**config.mk**
```make
export PLATFORM = sky130hd
export DESIGN_NAME = bitstream_line_encoder
export DESIGN_NICKNAME = d
export VERILOG_FILES = /design/src/rtl/linecode_pkg.sv /design/src/rtl/lc_shaper.sv /design/src/rtl/lc_bit_tracker.sv /design/src/rtl/bitstream_line_encoder.sv
export SDC_FILE = /design/constraint.sdc
export NUM_CORES = 1
export LEC_CHECK = 0
export ABC_CLOCK_PERIOD_IN_PS = 2300
export CORE_ASPECT_RATIO = 1.2
export CORE_UTILIZATION = 50
export CTS_CLUSTER_SIZE = 16
export DETAILED_ROUTE_END_ITERATION = 8
export PLACE_DENSITY = 0.77
export SKIP_CTS_REPAIR_TIMING = 1
export SLEW_MARGIN = 20
export SYNTH_ARGS = -nofsm -noshare
export SYNTH_HDL_FRONTEND = slang
export SYNTH_SLANG_ARGS = --single-unit
```
**constraint.sdc**
```tcl
create_clock -name clk -period 2.3 [get_ports clk]
set_input_delay 0.46 -clock clk [delete_from_list [all_inputs] [get_ports clk]]
set_output_delay 0.46 -clock clk [all_outputs]
set_load 0.1 [all_outputs]
```
**src/rtl/linecode_pkg.sv**
```systemverilog
package linecode_pkg;

    typedef enum logic [1:0] {
        LC_NRZ     = 2'd0,
        LC_MANCH   = 2'd1,
        LC_BIPHASE = 2'd2,
        LC_NRZ_ALT = 2'd3
    } lc_mode_e;

    typedef enum logic [1:0] {
        ST_IDLE   = 2'd0,
        ST_ARMED  = 2'd1,
        ST_FIRST  = 2'd2,
        ST_SECOND = 2'd3
    } lc_state_e;

    typedef struct packed {
        lc_state_e st;
        lc_mode_e  mode;
        logic      line;
        logic      sec;
        logic      done;
    } enc_regs_t;

endpackage

```
**src/rtl/lc_shaper.sv**
```systemverilog
module lc_shaper
    import linecode_pkg::*;
(
    input  lc_mode_e mode,
    input  logic     bit_val,
    input  logic     prev_level,
    output logic     lvl_first,
    output logic     lvl_second
);

    always_comb begin
        unique case (mode)
            LC_MANCH: begin
                lvl_first  = bit_val;
                lvl_second = ~bit_val;
            end
            LC_BIPHASE: begin
                lvl_first  = ~prev_level;
                lvl_second = bit_val ? ~prev_level : prev_level;
            end
            default: begin
                lvl_first  = bit_val;
                lvl_second = bit_val;
            end
        endcase
    end

endmodule

```
**src/rtl/lc_bit_tracker.sv**
```systemverilog
module lc_bit_tracker #(
    parameter int BYTE_BITS = 8,
    parameter int CNT_W     = 4
) (
    input  logic             clk,
    input  logic             rst_n,
    input  logic             load,
    input  logic [CNT_W-1:0] count_in,
    input  logic             bit_begin,
    input  logic             bit_end,
    input  logic             final_byte,
    output logic             final_bit
);

    localparam int POS_W = (BYTE_BITS > 1) ? $clog2(BYTE_BITS) : 1;
    localparam logic [POS_W-1:0] POS_LAST  = POS_W'(BYTE_BITS - 1);
    localparam logic [CNT_W-1:0] CNT_FULL  = CNT_W'(BYTE_BITS);

    typedef struct packed {
        logic [POS_W-1:0] pos;
        logic [CNT_W-1:0] cnt;
        logic             last;
    } trk_regs_t;

    trk_regs_t r_q, r_d;
    logic [POS_W-1:0] pos_next;

    always_comb begin
        r_d      = r_q;
        pos_next = r_q.pos;
        if (bit_end) begin
            pos_next = (r_q.pos == POS_LAST) ? '0 : r_q.pos + 1'b1;
        end
        if (load) begin
            r_d.pos  = '0;
            r_d.last = 1'b0;
            r_d.cnt  = (count_in == '0 || count_in > CNT_FULL) ? CNT_FULL : count_in;
        end else begin
            r_d.pos = pos_next;
            if (bit_begin && pos_next == '0) begin
                r_d.last = final_byte;
            end
        end
    end

    always_ff @(posedge clk or negedge rst_n) begin
        if (!rst_n) begin
            r_q <= '{pos: '0, cnt: CNT_FULL, last: 1'b0};
        end else begin
            r_q <= r_d;
        end
    end

    assign final_bit = r_q.last && ((CNT_W'(r_q.pos) + 1'b1) == r_q.cnt);

endmodule

```
**src/rtl/bitstream_line_encoder.sv**
```systemverilog
module bitstream_line_encoder
    import linecode_pkg::*;
#(
    parameter int BYTE_BITS = 8,
    parameter int CNT_W     = 4
) (
    input  logic             clk,
    input  logic             rst_n,
    input  logic             data_in,
    input  logic             final_byte,
    input  logic             half_tick,
    input  logic [1:0]       mode,
    input  logic             idle_level,
    input  logic             start,
    input  logic [CNT_W-1:0] final_count,
    output logic             line_out,
    output logic             busy,
    output logic             done
);

    enc_regs_t r_q, r_d;
    logic      lvl_first, lvl_second;
    logic      final_bit;
    logic      load, bit_begin, bit_end;

    lc_shaper u_shaper (
        .mode       (r_q.mode),
        .bit_val    (data_in),
        .prev_level (r_q.line),
        .lvl_first  (lvl_first),
        .lvl_second (lvl_second)
    );

    lc_bit_tracker #(
        .BYTE_BITS (BYTE_BITS),
        .CNT_W     (CNT_W)
    ) u_tracker (
        .clk        (clk),
        .rst_n      (rst_n),
        .load       (load),
        .count_in   (final_count),
        .bit_begin  (bit_begin),
        .bit_end    (bit_end),
        .final_byte (final_byte),
        .final_bit  (final_bit)
    );

    always_comb begin
        r_d       = r_q;
        r_d.done  = 1'b0;
        load      = 1'b0;
        bit_begin = 1'b0;
        bit_end   = 1'b0;
        unique case (r_q.st)
            ST_IDLE: begin
                r_d.line = idle_level;
                if (start) begin
                    load     = 1'b1;
                    r_d.st   = ST_ARMED;
                    r_d.mode = lc_mode_e'(mode);
                end
            end
            ST_ARMED: begin
                if (half_tick) begin
                    bit_begin = 1'b1;
                    r_d.line  = lvl_first;
                    r_d.sec   = lvl_second;
                    r_d.st    = ST_FIRST;
                end
            end
            ST_FIRST: begin
                if (half_tick) begin
                    r_d.line = r_q.sec;
                    r_d.st   = ST_SECOND;
                end
            end
            ST_SECOND: begin
                if (half_tick) begin
                    bit_end = 1'b1;
                    if (final_bit) begin
                        r_d.st   = ST_IDLE;
                        r_d.line = idle_level;
                        r_d.done = 1'b1;
                    end else begin
                        bit_begin = 1'b1;
                        r_d.line  = lvl_first;
                        r_d.sec   = lvl_second;
                        r_d.st    = ST_FIRST;
                    end
                end
            end
            default: r_d.st = ST_IDLE;
        endcase
    end

    always_ff @(posedge clk or negedge rst_n) begin
        if (!rst_n) begin
            r_q <= '{st: ST_IDLE, mode: LC_NRZ, line: 1'b0, sec: 1'b0, done: 1'b0};
        end else begin
            r_q <= r_d;
        end
    end

    assign line_out = r_q.line;
    assign busy     = (r_q.st != ST_IDLE);
    assign done     = r_q.done;

endmodule

```
==> results of run 1 <==
cells in the final DEF (no fill, tap or decap), drive strengths merged, types with 4 or more instances in the layout:
| master | count |
|---|---|
| nor2 | 6 |
| nand2 | 9 |
| a21oi | 8 |
| o21ai | 8 |
| inv | 5 |
| clkdlybuf4s50 | 12 |
| dfrtp | 14 |
| clkbuf | 4 |
| buf | 5 |
| ha | 4 |
flip-flops by register name, summed over array words and instances, names as in the netlist:
signal         cells
line_out           1
done               1
r_q                5
u_tracker.r_q      8
worst max-delay path, cell delays in order (launching register included):
cell and delay (ns):
dfrtp_1 0.46, ha_1 0.23, ha_1 0.32, xnor2_1 0.19, nand4_1 0.11, nor2_1 0.28
a21oi_1 0.14, mux2i_1 0.13
metal layers:
metal / routed length [um] / up-vias / global-route usage
met5: 0 / - / 0
met4: 21 / 0 / 0.0828
met3: 60 / 4 / 0.0711
met2: 794 / 14 / 0.351
met1: 684 / 322 / 0.233
li1: - / 357 / -
cells by family after synthesis:
| group | after synthesis |
|---|---|
| flops | 15 |
| fa+ha+maj | 4 |
| buf+inv | 7 |
| xor+xnor | 4 |
| compound gates | 22 |
| simple gates | 32 |
| mux | 6 |
worst paths after layout:
path,startpoint,end,slack (ns),depth (start not counted)
max reg2reg,u_tracker.r_q[5]$_DFF_PN0_,r_q[1]$_DFFE_PN0P_,0.34,7
min reg2reg,u_tracker.r_q[4]$_DFFE_PN1P_,u_tracker.r_q[4]$_DFFE_PN1P_,0.50,2
max,u_tracker.r_q[5]$_DFF_PN0_,r_q[1]$_DFFE_PN0P_,0.34,7
min in group asynchronous,rst_n,done$_DFF_PN0_,0.57,1
max in group asynchronous,rst_n,u_tracker.r_q[3]$_DFFE_PN0P_,1.31,1
min,u_tracker.r_q[4]$_DFFE_PN1P_,u_tracker.r_q[4]$_DFFE_PN1P_,0.50,2
area by class of cell:
type,instances,area [sq um]
multi-input combinational,68,442
timing repair buffer,17,158
inverter,5,18.8
fill,133,478
sequential,15,377
clock buffer,4,26.3
tap,17,21.3
power groups by stage:
stage	Combinational, mW	Clock, mW	Sequential, mW
after floorplan	0.419	0	0.535
after global placement	0.582	0	0.491
after detailed placement	0.600	0	0.493
after CTS	0.604	0.160	0.487
after global routing	0.668	0.172	0.503
final	0.595	0.157	0.486
per-stage QoR:
| step | utilization | power, mW | cell area (sq um) | hold slack (ns) | instances |
|---|---|---|---|---|---|
| floorplan | - | 0.954 | 852 | 0.164 | 90 |
| global route | 0.686 | 1.34 | 1040 | 0.548 | 126 |
| CTS | 0.686 | 1.25 | 1040 | 0.504 | 126 |
| finish | 0.686 | 1.24 | 1040 | 0.503 | 126 |
| global placement | 0.668 | 1.07 | 1020 | 0.479 | 122 |
| detailed placement | 0.668 | 1.09 | 1020 | 0.490 | 122 |
==> metrics.md, run 1 <==
| Metric | Value |
|---|---|
| Status | finished clean |
| Port bufs | 15 |
| Vias | 697 |
| Setup violations, final | 0 |
| Clk pwr share | 0.127 |
| First-pass GRT wire length | 2500 um |
| Nets@finish | 127 |
| Synth Register Bits | 15 |
| Post-route ant nets | 0 |
| Starting density of the core | 0.560 |
| Top post-synthesis cells by count | dfrtp_1 (14), nand2_1 (9), a21oi_1 (8), o21ai_0 (8), nor2_1 (6) |
| Max VDD drop | 0.738 mV |
| MaxCap Viol Count | 0 |
| Least-Margin Pin Slew | 0.661 ns |
| Final wirelength | 1560 um |
| Die area | 1870 sq um |
| Setup Skew | 0.00793 ns |
| Syn_nets | 107 |
| GRT Overall Usage | 0.206 |
| RSZ-0062 raised after global routing | false |
| Fmax | 509 MHz |
| Setup TNS | 0 ns |
| Post-Synth Simple-Gate Area | 0.185 |
| Top cells by area, synth | dfrtp_1 (41%), ha_1 (5.9%), a21oi_1 (4.7%) |
| Leakage | 0.462 nW |
| Worst hold path type | reg -> reg |
| Iteration-0 DRC Markers | 7 |
| Element type at the critical path start | flop |
| Cells after Synth | 90 |
| Die W | 39.7 um |
| Worst-path clk slew | 0.10 ns |
| Total grt overflow | 0 |
| Pwr/cell area | 1190 nW/um^2 |
| Most common cell in the netlist | dfrtp_1 |
| Worst slew margin | 0.558 |
| Setup ws final | 0.337 ns |
| Maximum root-to-sink buffer count | 2 |
| FP Rows | 15 |
| GP Congestion | 0.682 |
| Largest net degree at the start of global routing | 16 |
| Worst Path Required | 2.48 ns |
| Internal Power | 0.715 mW |
| # DRC | 0 |
| Ant diodes | 0 |
| Worst-Skew Late Latency | 0.29 ns |
| Sequential power share | 0.392 |
| Synth area leader | dfrtp_1 |
| CTS tree | yes |
| Root Buffer | clkbuf_4 |
| Ratio of cells with drive above 1 in the final layout | 0.138 |
| Synth Flop Type | dfrtp_1 |
| Asr flop ratio synth | 1.00 |
| Worst Path Arrival | 2.15 ns |
| Avg Inst Size Synth | 9.47 sq um |
| Die height | 47.2 um |
| Drt wl/cell | 12.4 um |
| Post-route minimum period | 1.96 ns |
| Post-synth top area share | 0.411 |
| CP Capture Type | flop |
| Vias per inst | 5.53 |
| Top-Level Pins | 16 |
| Seq/Total Area, Yosys | 0.442 |
| Post-Synth Adder-Cell Area | 0.0587 |
| Tcrit/Tclk final | 0.853 |
| Mux cell area share after synthesis | 0.0749 |
| Cell Area, Synth | 852 sq um |
| Pre-antenna DRT Iters | 2 |
| Synth unique cells | 30 |
| Slew Limit Fails | 0 |
| Comb pwr share | 0.481 |
| Crit path kind | reg -> reg |
| H-tree depth | 1 |
| Dpl ws | 0.179 ns |
| Synth Area in XOR/XNOR | 0.0411 |
| Net Sw Frac | 0.422 |
| Detail Placement HPWL | 1230 um |
| Syn-to-layout area delta | 22.3% |
| CTS Sinks | 15 |
| Core ar. | 1520 sq um |
| Initial antenna violation count | 0 |
| Main combinational cell family by area after synthesis | simple AND/OR/NAND/NOR gates |
| Compound-gate portion of the synthesized area | 0.159 |
| NetSw | 0.523 mW |
| Final Hold Viols | 0 |
| EDFF count, synth | 0 |
| TritonCTS Buffers | 3 |
| Synth Warn # | 0 |
| Worst Path Max Fanout | 7 |
| Vias in the first global route | 632 |
Note: power is estimated with default switching activity, not from simulation.
==> run 2, diff against run 1 <==
--- a/config.mk
+++ b/config.mk
@@ -5,10 +5,9 @@
 export SDC_FILE = /design/constraint.sdc
 export NUM_CORES = 1
 export LEC_CHECK = 0
-export ABC_CLOCK_PERIOD_IN_PS = 2300
 export CORE_ASPECT_RATIO = 1.2
 export CORE_UTILIZATION = 50
-export CTS_CLUSTER_SIZE = 16
+export CTS_CLUSTER_SIZE = 40
 export DETAILED_ROUTE_END_ITERATION = 8
 export PLACE_DENSITY = 0.77
 export SKIP_CTS_REPAIR_TIMING = 1
==> results of run 2 <==
The final DEF is identical to that of run 1; final timing and power are the same.
==> run 3, diff against run 2 <==
--- a/config.mk
+++ b/config.mk
@@ -9,6 +9,7 @@
 export CORE_UTILIZATION = 50
 export CTS_CLUSTER_SIZE = 40
 export DETAILED_ROUTE_END_ITERATION = 8
+export GPL_ROUTABILITY_DRIVEN = 0
 export PLACE_DENSITY = 0.77
 export SKIP_CTS_REPAIR_TIMING = 1
 export SLEW_MARGIN = 20
==> results of run 3 <==
The final DEF is identical to that of run 1; final timing and power are the same.
